**src/rtl/bsc_pkg.sv**
```systemverilog
package bsc_pkg;

   // Opcode values that the core recognises
   localparam logic [7:0] OPC_LDA_IMM = 8'hA9;
   localparam logic [7:0] OPC_LDX_IMM = 8'hA2;
   localparam logic [7:0] OPC_LDY_IMM = 8'hA0;
   localparam logic [7:0] OPC_LDA_ABS = 8'hAD;
   localparam logic [7:0] OPC_STA_ABS = 8'h8D;
   localparam logic [7:0] OPC_TXS     = 8'h9A;
   localparam logic [7:0] OPC_PHA     = 8'h48;
   localparam logic [7:0] OPC_PLP     = 8'h28;

   typedef enum logic [3:0] {
      OPK_LDA_IMM,
      OPK_LDX_IMM,
      OPK_LDY_IMM,
      OPK_LDA_ABS,
      OPK_STA_ABS,
      OPK_TXS,
      OPK_PHA,
      OPK_PLP,
      OPK_BAD
   } op_kind_t;

   typedef enum logic [1:0] {
      BOOT_VLO,
      BOOT_VHI,
      BOOT_RUN,
      BOOT_HALT
   } boot_t;

endpackage

```
**src/rtl/bsc_op_decode.sv**
```systemverilog
module bsc_op_decode
   import bsc_pkg::*;
#(
   parameter int OPC_W = 8
) (
   input  logic [OPC_W-1:0] opcode_i,
   output op_kind_t         kind_o
);

   if (OPC_W != 8) begin : g_bad_width
      $error("bsc_op_decode: opcode width must be 8");
   end

   always_comb begin
      unique case (opcode_i)
         OPC_LDA_IMM: kind_o = OPK_LDA_IMM;
         OPC_LDX_IMM: kind_o = OPK_LDX_IMM;
         OPC_LDY_IMM: kind_o = OPK_LDY_IMM;
         OPC_LDA_ABS: kind_o = OPK_LDA_ABS;
         OPC_STA_ABS: kind_o = OPK_STA_ABS;
         OPC_TXS:     kind_o = OPK_TXS;
         OPC_PHA:     kind_o = OPK_PHA;
         OPC_PLP:     kind_o = OPK_PLP;
         default:     kind_o = OPK_BAD;
      endcase
   end

endmodule

```
**src/rtl/bsc_tstate_ring.sv**
```systemverilog
module bsc_tstate_ring #(
   parameter int N_STEPS = 7
) (
   input  logic               clk,
   input  logic               rst_n,
   input  logic               advance_i,
   input  logic               restart_i,
   output logic [N_STEPS-1:0] step_o
);

   localparam int LAST_USED = 5;
   localparam logic [N_STEPS-1:0] FIRST = N_STEPS'(1);

   if (N_STEPS < LAST_USED + 1) begin : g_too_short
      $error("bsc_tstate_ring: at least six timing steps are required");
   end

   logic [N_STEPS-1:0] shifted;
   assign shifted = {step_o[N_STEPS-2:0], 1'b0};

   always_ff @(posedge clk) begin
      if (!rst_n)         step_o <= FIRST;
      else if (restart_i) step_o <= FIRST;
      else if (advance_i) step_o <= shifted;
   end

   // exactly one timing step is active at all times
   p_step_onehot_r11: assert property (@(posedge clk) disable iff (!rst_n)
      $countones(step_o) == 1);

   // a fetch returns the ring to its first step
   p_restart_first_r11: assert property (@(posedge clk) disable iff (!rst_n)
      restart_i |=> step_o[0]);

   // no opcode runs past its fifth step
   p_no_late_step_r11: assert property (@(posedge clk) disable iff (!rst_n)
      step_o[N_STEPS-1:LAST_USED] == '0);

endmodule

```
**src/rtl/byte_seq_core.sv**
```systemverilog
module byte_seq_core
   import bsc_pkg::*;
#(
   parameter int                ADDR_W     = 16,
   parameter int                DATA_W     = 8,
   parameter int                N_STEPS    = 7,
   parameter logic [ADDR_W-1:0] VECTOR_LO  = 16'hFFFC,
   parameter logic [7:0]        STACK_PAGE = 8'h01
) (
   input  logic              clk,
   input  logic              rst_n,
   output logic [ADDR_W-1:0] bus_addr_o,
   output logic [DATA_W-1:0] bus_wdata_o,
   output logic              bus_rd_o,
   input  logic [DATA_W-1:0] bus_rdata_i,
   output logic [DATA_W-1:0] status_o,
   output logic              halted_o
);

   localparam int                PAGE_W    = ADDR_W - DATA_W;
   localparam logic [ADDR_W-1:0] VECTOR_HI = VECTOR_LO + ADDR_W'(1);
   localparam logic [ADDR_W-1:0] ONE_A     = ADDR_W'(1);
   localparam logic [DATA_W-1:0] ONE_D     = DATA_W'(1);

   if (DATA_W != 8) begin : g_bad_data
      $error("byte_seq_core: data width must be 8");
   end
   if (ADDR_W != 2 * DATA_W) begin : g_bad_addr
      $error("byte_seq_core: address width must be twice the data width");
   end

   logic [ADDR_W-1:0] pc_q;
   logic [DATA_W-1:0] acc_q, xr_q, yr_q, sp_q, ir_q, tmp_lo_q;
   boot_t             boot_q;
   logic [N_STEPS-1:0] step;
   op_kind_t          kind;
   logic              adv_now, fetch_now, halt_now;
   logic [ADDR_W-1:0] pc_inc, stack_addr, abs_addr;

   assign pc_inc     = pc_q + ONE_A;
   assign stack_addr = {PAGE_W'(STACK_PAGE), sp_q};
   assign abs_addr   = {bus_rdata_i, tmp_lo_q};
   assign halted_o   = (boot_q == BOOT_HALT);

   bsc_op_decode #(.OPC_W(DATA_W)) u_decode (
      .opcode_i (ir_q),
      .kind_o   (kind)
   );

   bsc_tstate_ring #(.N_STEPS(N_STEPS)) u_ring (
      .clk       (clk),
      .rst_n     (rst_n),
      .advance_i (adv_now),
      .restart_i (fetch_now),
      .step_o    (step)
   );

   // Step control: which opcode step ends with a fetch
   always_comb begin
      adv_now   = 1'b0;
      fetch_now = 1'b0;
      halt_now  = 1'b0;
      if (boot_q == BOOT_RUN) begin
         if (step[0]) begin
            adv_now = 1'b1;
         end else begin
            unique case (kind)
               OPK_LDA_IMM, OPK_LDX_IMM, OPK_LDY_IMM, OPK_TXS:
                  fetch_now = step[1];
               OPK_LDA_ABS, OPK_STA_ABS: begin
                  adv_now   = step[1] | step[2];
                  fetch_now = step[3];
               end
               OPK_PHA: begin
                  adv_now   = step[1];
                  fetch_now = step[2];
               end
               OPK_PLP: begin
                  adv_now   = step[1] | step[2] | step[3];
                  fetch_now = step[4];
               end
               default: halt_now = 1'b1;
            endcase
         end
      end
   end

   always_ff @(posedge clk) begin
      if (!rst_n) begin
         pc_q        <= '0;
         acc_q       <= '0;
         xr_q        <= '0;
         yr_q        <= '0;
         sp_q        <= '0;
         status_o    <= '0;
         ir_q        <= '0;
         tmp_lo_q    <= '0;
         bus_addr_o  <= VECTOR_LO;
         bus_wdata_o <= '0;
         bus_rd_o    <= 1'b1;
         boot_q      <= BOOT_VLO;
      end else begin
         unique case (boot_q)
            BOOT_VLO: begin
               tmp_lo_q   <= bus_rdata_i;
               bus_addr_o <= VECTOR_HI;
               boot_q     <= BOOT_VHI;
            end
            BOOT_VHI: begin
               pc_q       <= abs_addr;
               bus_addr_o <= abs_addr;
               boot_q     <= BOOT_RUN;
            end
            BOOT_RUN: begin
               if (halt_now) begin
                  bus_rd_o <= 1'b1;
                  boot_q   <= BOOT_HALT;
               end else if (step[0]) begin
                  ir_q       <= bus_rdata_i;
                  pc_q       <= pc_inc;
                  bus_addr_o <= pc_inc;
                  bus_rd_o   <= 1'b1;
               end else begin
                  unique case (kind)
                     OPK_LDA_IMM, OPK_LDX_IMM, OPK_LDY_IMM: begin
                        if (kind == OPK_LDA_IMM) acc_q <= bus_rdata_i;
                        if (kind == OPK_LDX_IMM) xr_q  <= bus_rdata_i;
                        if (kind == OPK_LDY_IMM) yr_q  <= bus_rdata_i;
                        pc_q       <= pc_inc;
                        bus_addr_o <= pc_inc;
                        bus_rd_o   <= 1'b1;
                     end
                     OPK_LDA_ABS, OPK_STA_ABS: begin
                        if (step[1]) begin
                           tmp_lo_q   <= bus_rdata_i;
                           pc_q       <= pc_inc;
                           bus_addr_o <= pc_inc;
                        end else if (step[2]) begin
                           pc_q       <= pc_inc;
                           bus_addr_o <= abs_addr;
                           if (kind == OPK_STA_ABS) begin
                              bus_wdata_o <= acc_q;
                              bus_rd_o    <= 1'b0;
                           end
                        end else begin
                           if (kind == OPK_LDA_ABS) acc_q <= bus_rdata_i;
                           bus_addr_o <= pc_q;
                           bus_rd_o   <= 1'b1;
                        end
                     end
                     OPK_TXS: begin
                        sp_q       <= xr_q;
                        bus_addr_o <= pc_q;
                     end
                     OPK_PHA: begin
                        if (step[1]) begin
                           bus_addr_o  <= stack_addr;
                           bus_wdata_o <= acc_q;
                           bus_rd_o    <= 1'b0;
                           sp_q        <= sp_q - ONE_D;
                        end else begin
                           bus_addr_o <= pc_q;
                           bus_rd_o   <= 1'b1;
                        end
                     end
                     OPK_PLP: begin
                        if (step[2]) begin
                           bus_addr_o <= stack_addr;
                           sp_q       <= sp_q + ONE_D;
                        end else if (step[3]) begin
                           bus_addr_o <= stack_addr;
                        end else if (step[4]) begin
                           status_o   <= bus_rdata_i;
                           bus_addr_o <= pc_q;
                        end
                     end
                     default: ;
                  endcase
               end
            end
            default: ;
         endcase
      end
   end

   // the second vector read follows the first
   p_vector_order_r2: assert property (@(posedge clk) disable iff (!rst_n)
      (boot_q == BOOT_VLO) |=> (bus_addr_o == VECTOR_HI) && bus_rd_o);

   // an opcode fetch is followed by a read of the next byte
   p_fetch_step_r3: assert property (@(posedge clk) disable iff (!rst_n)
      (boot_q == BOOT_RUN && step[0]) |=>
         (bus_addr_o == $past(bus_addr_o) + ONE_A) && bus_rd_o);

   // Y takes the immediate byte
   p_ldy_value_r4: assert property (@(posedge clk) disable iff (!rst_n)
      (boot_q == BOOT_RUN && kind == OPK_LDY_IMM && step[1]) |=>
         yr_q == $past(bus_rdata_i));

   // a write cycle never lasts longer than one clock
   p_single_write_r6: assert property (@(posedge clk) disable iff (!rst_n)
      !bus_rd_o |=> bus_rd_o);

   // a push writes inside the stack page
   p_push_page_r9: assert property (@(posedge clk) disable iff (!rst_n)
      (!bus_rd_o && kind == OPK_PHA) |-> bus_addr_o[ADDR_W-1:DATA_W] == PAGE_W'(STACK_PAGE));

   // a halt is sticky and freezes the bus in read mode
   p_halt_sticky_r10: assert property (@(posedge clk) disable iff (!rst_n)
      halted_o |=> halted_o && bus_rd_o && $stable(bus_addr_o));

endmodule

```
**config.mk**
```make
export PLATFORM = sky130hd
export DESIGN_NAME = byte_seq_core
export DESIGN_NICKNAME = d
export VERILOG_FILES = /design/src/rtl/bsc_pkg.sv /design/src/rtl/bsc_op_decode.sv /design/src/rtl/bsc_tstate_ring.sv /design/src/rtl/byte_seq_core.sv
export SDC_FILE = /design/constraint.sdc
export NUM_CORES = 1
export LEC_CHECK = 0
export BUFFER_PORTS_ARGS = -buffer_cell sky130_fd_sc_hd__buf_2
export CAP_MARGIN = 20
export CORE_AREA = 2 2 109 111
export CTS_CLUSTER_SIZE = 8
export DETAILED_ROUTE_END_ITERATION = 8
export DIE_AREA = 0 0 111 113
export PLACE_DENSITY = 0.71
export SLEW_MARGIN = 20
export SYNTH_ARGS = -nofsm -noshare
export SYNTH_HDL_FRONTEND = slang
export SYNTH_SLANG_ARGS = --single-unit
export TNS_END_PERCENT = 20
```
**constraint.sdc**
```tcl
create_clock -name clk -period 7.1 [get_ports clk]
set_clock_uncertainty 0.2 [all_clocks]
set_input_delay 0 -clock clk [delete_from_list [all_inputs] [get_ports clk]]
set_output_delay 0 -clock clk [all_outputs]
set_load 0.05 [all_outputs]
```
# [Yosys cells after proc, flatten, opt, wreduce, memory -nomap -nowiden]
# Cells that the tools add are included.
# Widths: inputs -> output; s select.
[word_totals] wordCells=137 input_bits=10 output_inout_bits=34 ff_bits=96
[op_classes] bitwise=7 reduce_logical=25 n_mux=53 add_sub_neg=3 eq_ne=37
[op_table] op="$mux 16" count=12
[op_table] op="$mux 8" count=14
[op_table] op="$pmux 16 s5" count=1
[op_table] op="$pmux 16 s2" count=2
[op_table] op="$eq 8x8->1 const B" count=6
[op_table] op="$pmux 16 s3" count=1
[op_table] op="$pmux 8 s2" count=3
[op_table] op="$pmux 4 s8" count=1
[op_table] op="$pmux 8 s3" count=1
[op_table] op="$add 16x1->16 const B" count=1
[op_table] op="$eq 4x3->1 const B" count=4
[op_table] op="$ne 2x2->1 const B" count=8
[op_table] op="$reduce_and 8->1" count=2
[op_table] op="$mux 1" count=13
[op_table] op="$reduce_and 4->1" count=3
[op_table] op="$ne 2x1->1 const B" count=5
[op_table] op="$reduce_and 5->1" count=2
[op_table] op="$add 8x1->8 const B" count=1
[op_table] op="$eq 4x2->1 const B" count=2
[op_table] op="$eq 8x6->1 const B" count=1
[op_table] op="$eq 8x7->1 const B" count=1
[op_table] op="$reduce_bool 2->1" count=4
[op_table] op="$reduce_or 8->1" count=1
[op_table] op="$sub 8x1->8 const B" count=1
[op_table] op="other kinds (26)" count=35

# [Depth between registers and ports, before layout]
[logic_depth] depth_word=9 depth_mapped=13 mapped_depth_nobuf=10

# [Hierarchy]
# From an unflattened synthesis, not the netlist that was laid out.
[hier_totals] cells_unflattened=670 area_unflattened_um2=5576.6
[by_module_without_submodules] module="byte_seq_core" n_inst=1 cells_per_inst=622 area_each_um2=5129.9 seq_area_each_um2=1821.7
[by_module_without_submodules] module="bsc_tstate_ring" n_inst=1 cells_per_inst=23 area_each_um2=259.0 seq_area_each_um2=140.1
[by_module_without_submodules] module="bsc_op_decode" n_inst=1 cells_per_inst=25 area_each_um2=187.7 seq_area_each_um2=0.0

# [Worst setup path after synthesis]
# No wires, ideal clock.
[synth_timing] path_kind="register -> register" startpoint="register ir_q[0]" endpoint="register sp_q[6]" t_arrival_ps=2602 setup_slack_ps=4176 setup_time_ps=122 path_stages_with_launch=12 n_path_buf=1 synth_period_minus_slack_ps=2924 required_ps=6778 cell_sequence="dfxtp_1 -> nor4_4 -> and3_1 -> buf_6 -> inv_6 -> fa_1 -> a211oi_1 -> o21ai_0 -> a21oi_1 -> xor2_1 -> o21ai_0 -> o311a_1"
[synth_via] elab_chain_cells=9 elab_cells_between_ends=27 cone_classes="17 x eq/ne; 5 x mux; 1 x bitwise; 4 x reduce/logical"
[synth_rtl] element="from (decl)" line_no="byte_seq_core.sv:33" source="logic [DATA_W-1:0] acc_q, xr_q, yr_q, sp_q, ir_q, tmp_lo_q;"
[synth_rtl] element="from (signal assigned)" line_no="byte_seq_core.sv:119" source="ir_q <= bus_rdata_i;"
[synth_rtl] element="$eq 8x6->1 (tied with other cells)" line_no="bsc_op_decode.sv:15" source="unique case (opcode_i)"
[synth_rtl] element="$pmux 4 s8 *" line_no="bsc_op_decode.sv:15"
[synth_rtl] element="$eq 4x1->1 (tied with other cells)" line_no="byte_seq_core.sv:67" source="unique case (kind)"
[synth_rtl] element="$reduce_or 8->1 (no line)"
[synth_rtl] element="$mux 1" line_no="byte_seq_core.sv:67"
[synth_rtl] element="$mux 1" line_no="byte_seq_core.sv:64" source="if (step[0]) begin"
[synth_rtl] element="$mux 1" line_no="byte_seq_core.sv:63" source="if (boot_q == BOOT_RUN) begin"
[synth_rtl] element="$not 1->1 (no line)"
[synth_rtl] element="$reduce_and 6->1 (no line)"
[synth_rtl] element="to (signal assigned)" line_no="byte_seq_core.sv:152" source="sp_q <= xr_q;"
[synth_rtl] element="to (signal assigned)" line_no="byte_seq_core.sv:160" source="sp_q <= sp_q - ONE_D;"
[synth_rtl] element="to (signal assigned)" line_no="byte_seq_core.sv:169" source="sp_q <= sp_q + ONE_D;"
[synth_rtl] element="to (decl)" line_no="byte_seq_core.sv:33"
# Mark *: on every way between the ends. The rest lies on a longest branch, timed or not.
# A chain may end at the register's enable or synchronous reset.

# [Final worst setup path]
[layout_timing] startpoint="register ir_q[3]" endpoint="register sp_q[6]"
# Same word-level chain as after synthesis.

==> reports/results.tsv <==
metric	value	unit
Synth Register Bits	96	
Switching Fraction	42.4	%
largest net degree at the start of global routing	75	
ratio of cells with drive above 1 in the final layout	12.9	%
synthesized net count	754	
ys async rst share	0	%
Logic pwr share	39.1	%
MaxCap Viol Count	0	
routed wire length	18.0	mm
global placement routability congestion	0.939	
Num CTS Buffers	9	
largest delay contributor family on the critical path	simple AND/OR/NAND/NOR gates	
Antenna Cells	0	
CTS tree	done	
RSZ-0062 raised after global routing	false	
vias post-DR	5952	
first-pass GRT wire length	29.1	mm
Crit. End Element	flip-flop	
Final Max Slew Viols	0	
Post-Syn Area per Cell	8.19	um^2
Rows	39	
final setup fails	0	
cell taking the most area after synthesis	dfxtp_1	
Setup Buffers After CTS	0	
Critical Path Start Type	flip-flop	
mapped cell area	5990	um^2
Post-Synth XOR/XNOR Area	2.92	%
sequential group share of total power	35.2	%
grt ovf	0	
leakage	2.45	nW
maximum vdd drop	0.000220	V
Initial Utilization	53.2	%
Setup crit start	ir_q[3]$_SDFFE_PN0P_	
Simple-Gate Fraction of Synth Area	21.8	%
Synth Area in Compound Gates	29.0	%
reg2reg end	sp_q[6]$_SDFFE_PN0P_	
setup tns final	0	ns
Crit Reg-Reg Startpoint	ir_q[3]$_SDFFE_PN0P_	
clock share of power	25.7	%
clock-pin slew on the worst setup and hold paths	0.07	ns
clk sinks	96	
IO Pins	44	
Die Height	113	um
final core utilization	58.6	%
Die Span X	111	um
critical path peak fanout	12	
required time of the critical path	7.15	ns
clk_lat worst skew	0.36	ns
status	finished, final reports clean	
I/O Buffers	43	
Final ANT Viol Nets	0	
hold crit path type	flip-flop to flip-flop	
All-Layer GR Usage	29.0	%
CP most frequent cell	o21ai_0	
1st-iter DRT viols	660	
Max Clock Freq	0.287	GHz
H-tree levels	3	
CP arrival	3.54	ns
final period utilization	49.1	%
synth unique cells	93	
Seq/Total Area, Yosys	32.1	%
DP HPWL	12.5	mm
Hold Path End	bus_addr_o[10]$_SDFFE_PN1P_	
Root Buffer	clkbuf_16	
Critical-path top delay cell	nor2b_1	
r2r setup slk	3.61	ns
Cell Pwr Density	325	nW/um^2
worst hold stages	1	
internal power	1.24	mW
CP Class	flip-flop to flip-flop	
Psw	0.909	mW
Period minus WS final	3.49	ns
largest cells by area after synthesis	dfxtp_1, a21oi_1, mux2i_1	
Worst Hold Launch	bus_addr_o[10]$_SDFFE_PN1P_	
top_reg_cell synth	dfxtp_1	
Post-synth EDFFs	0	
main combinational cell family by area after synthesis	compound AO/OA/AOI/OAI gates	
Yosys top cell area share	32.1	%
CP bufs+invs	1	
Layout area overhead	10.1	%
Mapped Cells	732	
Worst R2R Path Depth	10	
initial antenna violation count	0	
drt pass-1 iters	6	
slew margin rel.	31.9	%
WL per Instance	20.2	um
drc violations	0	
crit path cell chain	nor2b_1 > and3_1 > inv_6 > fa_1 > a211oi_1 > o21ai_0 > a21oi_1 > xor2_1 > o21ai_0 > o311a_1	
post-synthesis mux area share	5.89	%
layout net count	767	
Core Footprint	11300	um^2
fill count	1039	
Adder-Cell Fraction of Synth Area	2.63	%
Ys Warns	0	
final hold viol count	0	
Clock Path Buffers	2	
slew at the pin with the worst max-slew slack	1.01	ns
detail-routed via count per cell	6.67	
Die Area	12500	um^2
vias in the first global route	5422	
CP peak stage delay	0.55	ns
## placed cells by master (no fill, tap or decap), types with 6 or more instances in the layout
cell | netlist | layout
inv_1 | 14 | 13
o211ai_1 | 8 | 8
nand4_1 | 8 | 8
clkbuf_16 | 0 | 9
or3_1 | 6 | 6
ha_1 | 11 | 11
a21oi_1 | 72 | 72
and2_1 | 10 | 10
mux2i_1 | 33 | 33
o32a_1 | 11 | 11
nand3_1 | 21 | 21
buf_2 | 8 | 43
nor2b_1 | 13 | 13
dlygate4sd3_1 | 1 | 9
nor3_1 | 19 | 19
and3_1 | 7 | 7
a211oi_1 | 14 | 14
xnor2_1 | 15 | 15
dfxtp_1 | 96 | 96
o21a_1 | 6 | 6
buf_4 | 5 | 7
nand2_1 | 72 | 72
nor2_1 | 61 | 61
o21ai_0 | 46 | 46
## synth_stat cells (4+ instances only)
| library cell | number |
|---|---|
| nor3_1 | 19 |
| nand4_1 | 8 |
| nor4_1 | 5 |
| ha_1 | 11 |
| nand3_1 | 21 |
| a21oi_1 | 72 |
| o32a_1 | 11 |
| buf_2 | 8 |
| nor3b_1 | 5 |
| xnor2_1 | 15 |
| o21a_1 | 6 |
| buf_4 | 5 |
| o32ai_1 | 5 |
| nand2_1 | 72 |
| or3_1 | 6 |
| nand2b_1 | 4 |
| and3_1 | 7 |
| nor2b_1 | 13 |
| dfxtp_1 | 96 |
| inv_1 | 14 |
| a221oi_1 | 4 |
| a211oi_1 | 14 |
| and2_1 | 10 |
| a21o_1 | 5 |
| o211ai_1 | 8 |
| xor2_1 | 5 |
| mux2i_1 | 33 |
| clkbuf_1 | 39 |
| nor2_1 | 61 |
| o21ai_0 | 46 |
| o2111ai_1 | 5 |
## kinds of logic (layout without fill, tap and decap cells)
kind of cell | Yosys count | in the layout
AOI/OAI and AO/OA | 241 | 241
DFF | 96 | 96
xor gates and xnor gates | 20 | 20
and+or+nand+nor | 255 | 255
muxes | 35 | 35
buffers and inverters | 73 | 91
adders and majority gates | 12 | 12
## registers in the layout, summed over array words and instances (netlist names)
register / flops
acc_q: 8
status_o: 8
sp_q: 8
bus_wdata_o: 8
xr_q: 8
bus_addr_o: 16
boot_q: 2
tmp_lo_q: 8
u_ring.step_o: 5
ir_q: 8
pc_q: 16
bus_rd_o: 1
## layout make-up
type,count,area (um^2),share of cell area [%]
flip-flops and latches,96,1920,29.1
well taps,143,179,2.71
repair buffers,59,358,5.42
clock inverters,5,86.3,1.31
inverters,16,65.1,0.986
multi-input cells,563,3740,56.6
clock buffers,11,253,3.83
## power by group through the flow
stage | sequential [mW] | clock, mW | combinational (mW)
after detailed placement | 0.763 | 0 | 0.814
after floorplan | 0.855 | 0 | 0.530
after CTS | 0.751 | 0.557 | 0.824
final | 0.756 | 0.551 | 0.838
after global placement | 0.755 | 0 | 0.797
after global routing | 0.771 | 0.583 | 0.898
## stage by stage
stage	cells	instance area [um^2]	total power [mW]	setup WS, ns	hold WS (ns)
after floorplan	732	5990	1.38	4.18	-0.0640
after global placement	867	6160	1.55	3.74	0.0947
after detailed placement	868	6170	1.58	3.66	0.0956
after CTS	893	6600	2.13	3.64	0.274
after global routing	893	6600	2.25	3.34	0.288
final	893	6600	2.14	3.61	0.266
## routing by layer
layer / vias up / wire length, um / track usage, %
met5: - / 0 / 0
met4: 0 / 644 / 11.4
met3: 54 / 1970 / 6.05
met2: 357 / 7980 / 45.3
met1: 2787 / 7410 / 39.5
li1: 2754 / - / -
## worst max-delay path by stage
stage / slack (ns) / cells past startpoint / endpoint
3_3_place_gp: 3.74 / 10 / sp_q[6]$_SDFFE_PN0P_
4_1_cts: 3.64 / 10 / sp_q[6]$_SDFFE_PN0P_
3_5_place_dp: 3.66 / 10 / sp_q[6]$_SDFFE_PN0P_
5_1_grt: 3.34 / 10 / sp_q[6]$_SDFFE_PN0P_
6_report: 3.61 / 10 / sp_q[6]$_SDFFE_PN0P_
2_1_floorplan: 4.18 / 11 / sp_q[6]$_SDFFE_PN0P_
## what timing repair did
item | CTS | global route
gates resized for setup | 0 | 0
hold buffers | 9 | 0
hold endpoints to repair | 47 | 0
## worst reg2reg max path: stages (launching register included)
cell and delay, ns:
dfxtp_1 0.46, nor2b_1 0.55, and3_1 0.55, inv_6 0.12, fa_1 0.45, a211oi_1 0.21, o21ai_0 0.13, a21oi_1 0.18
xor2_1 0.15, o21ai_0 0.08, o311a_1 0.31
No activity file was read; power rests on OpenSTA's default activity.
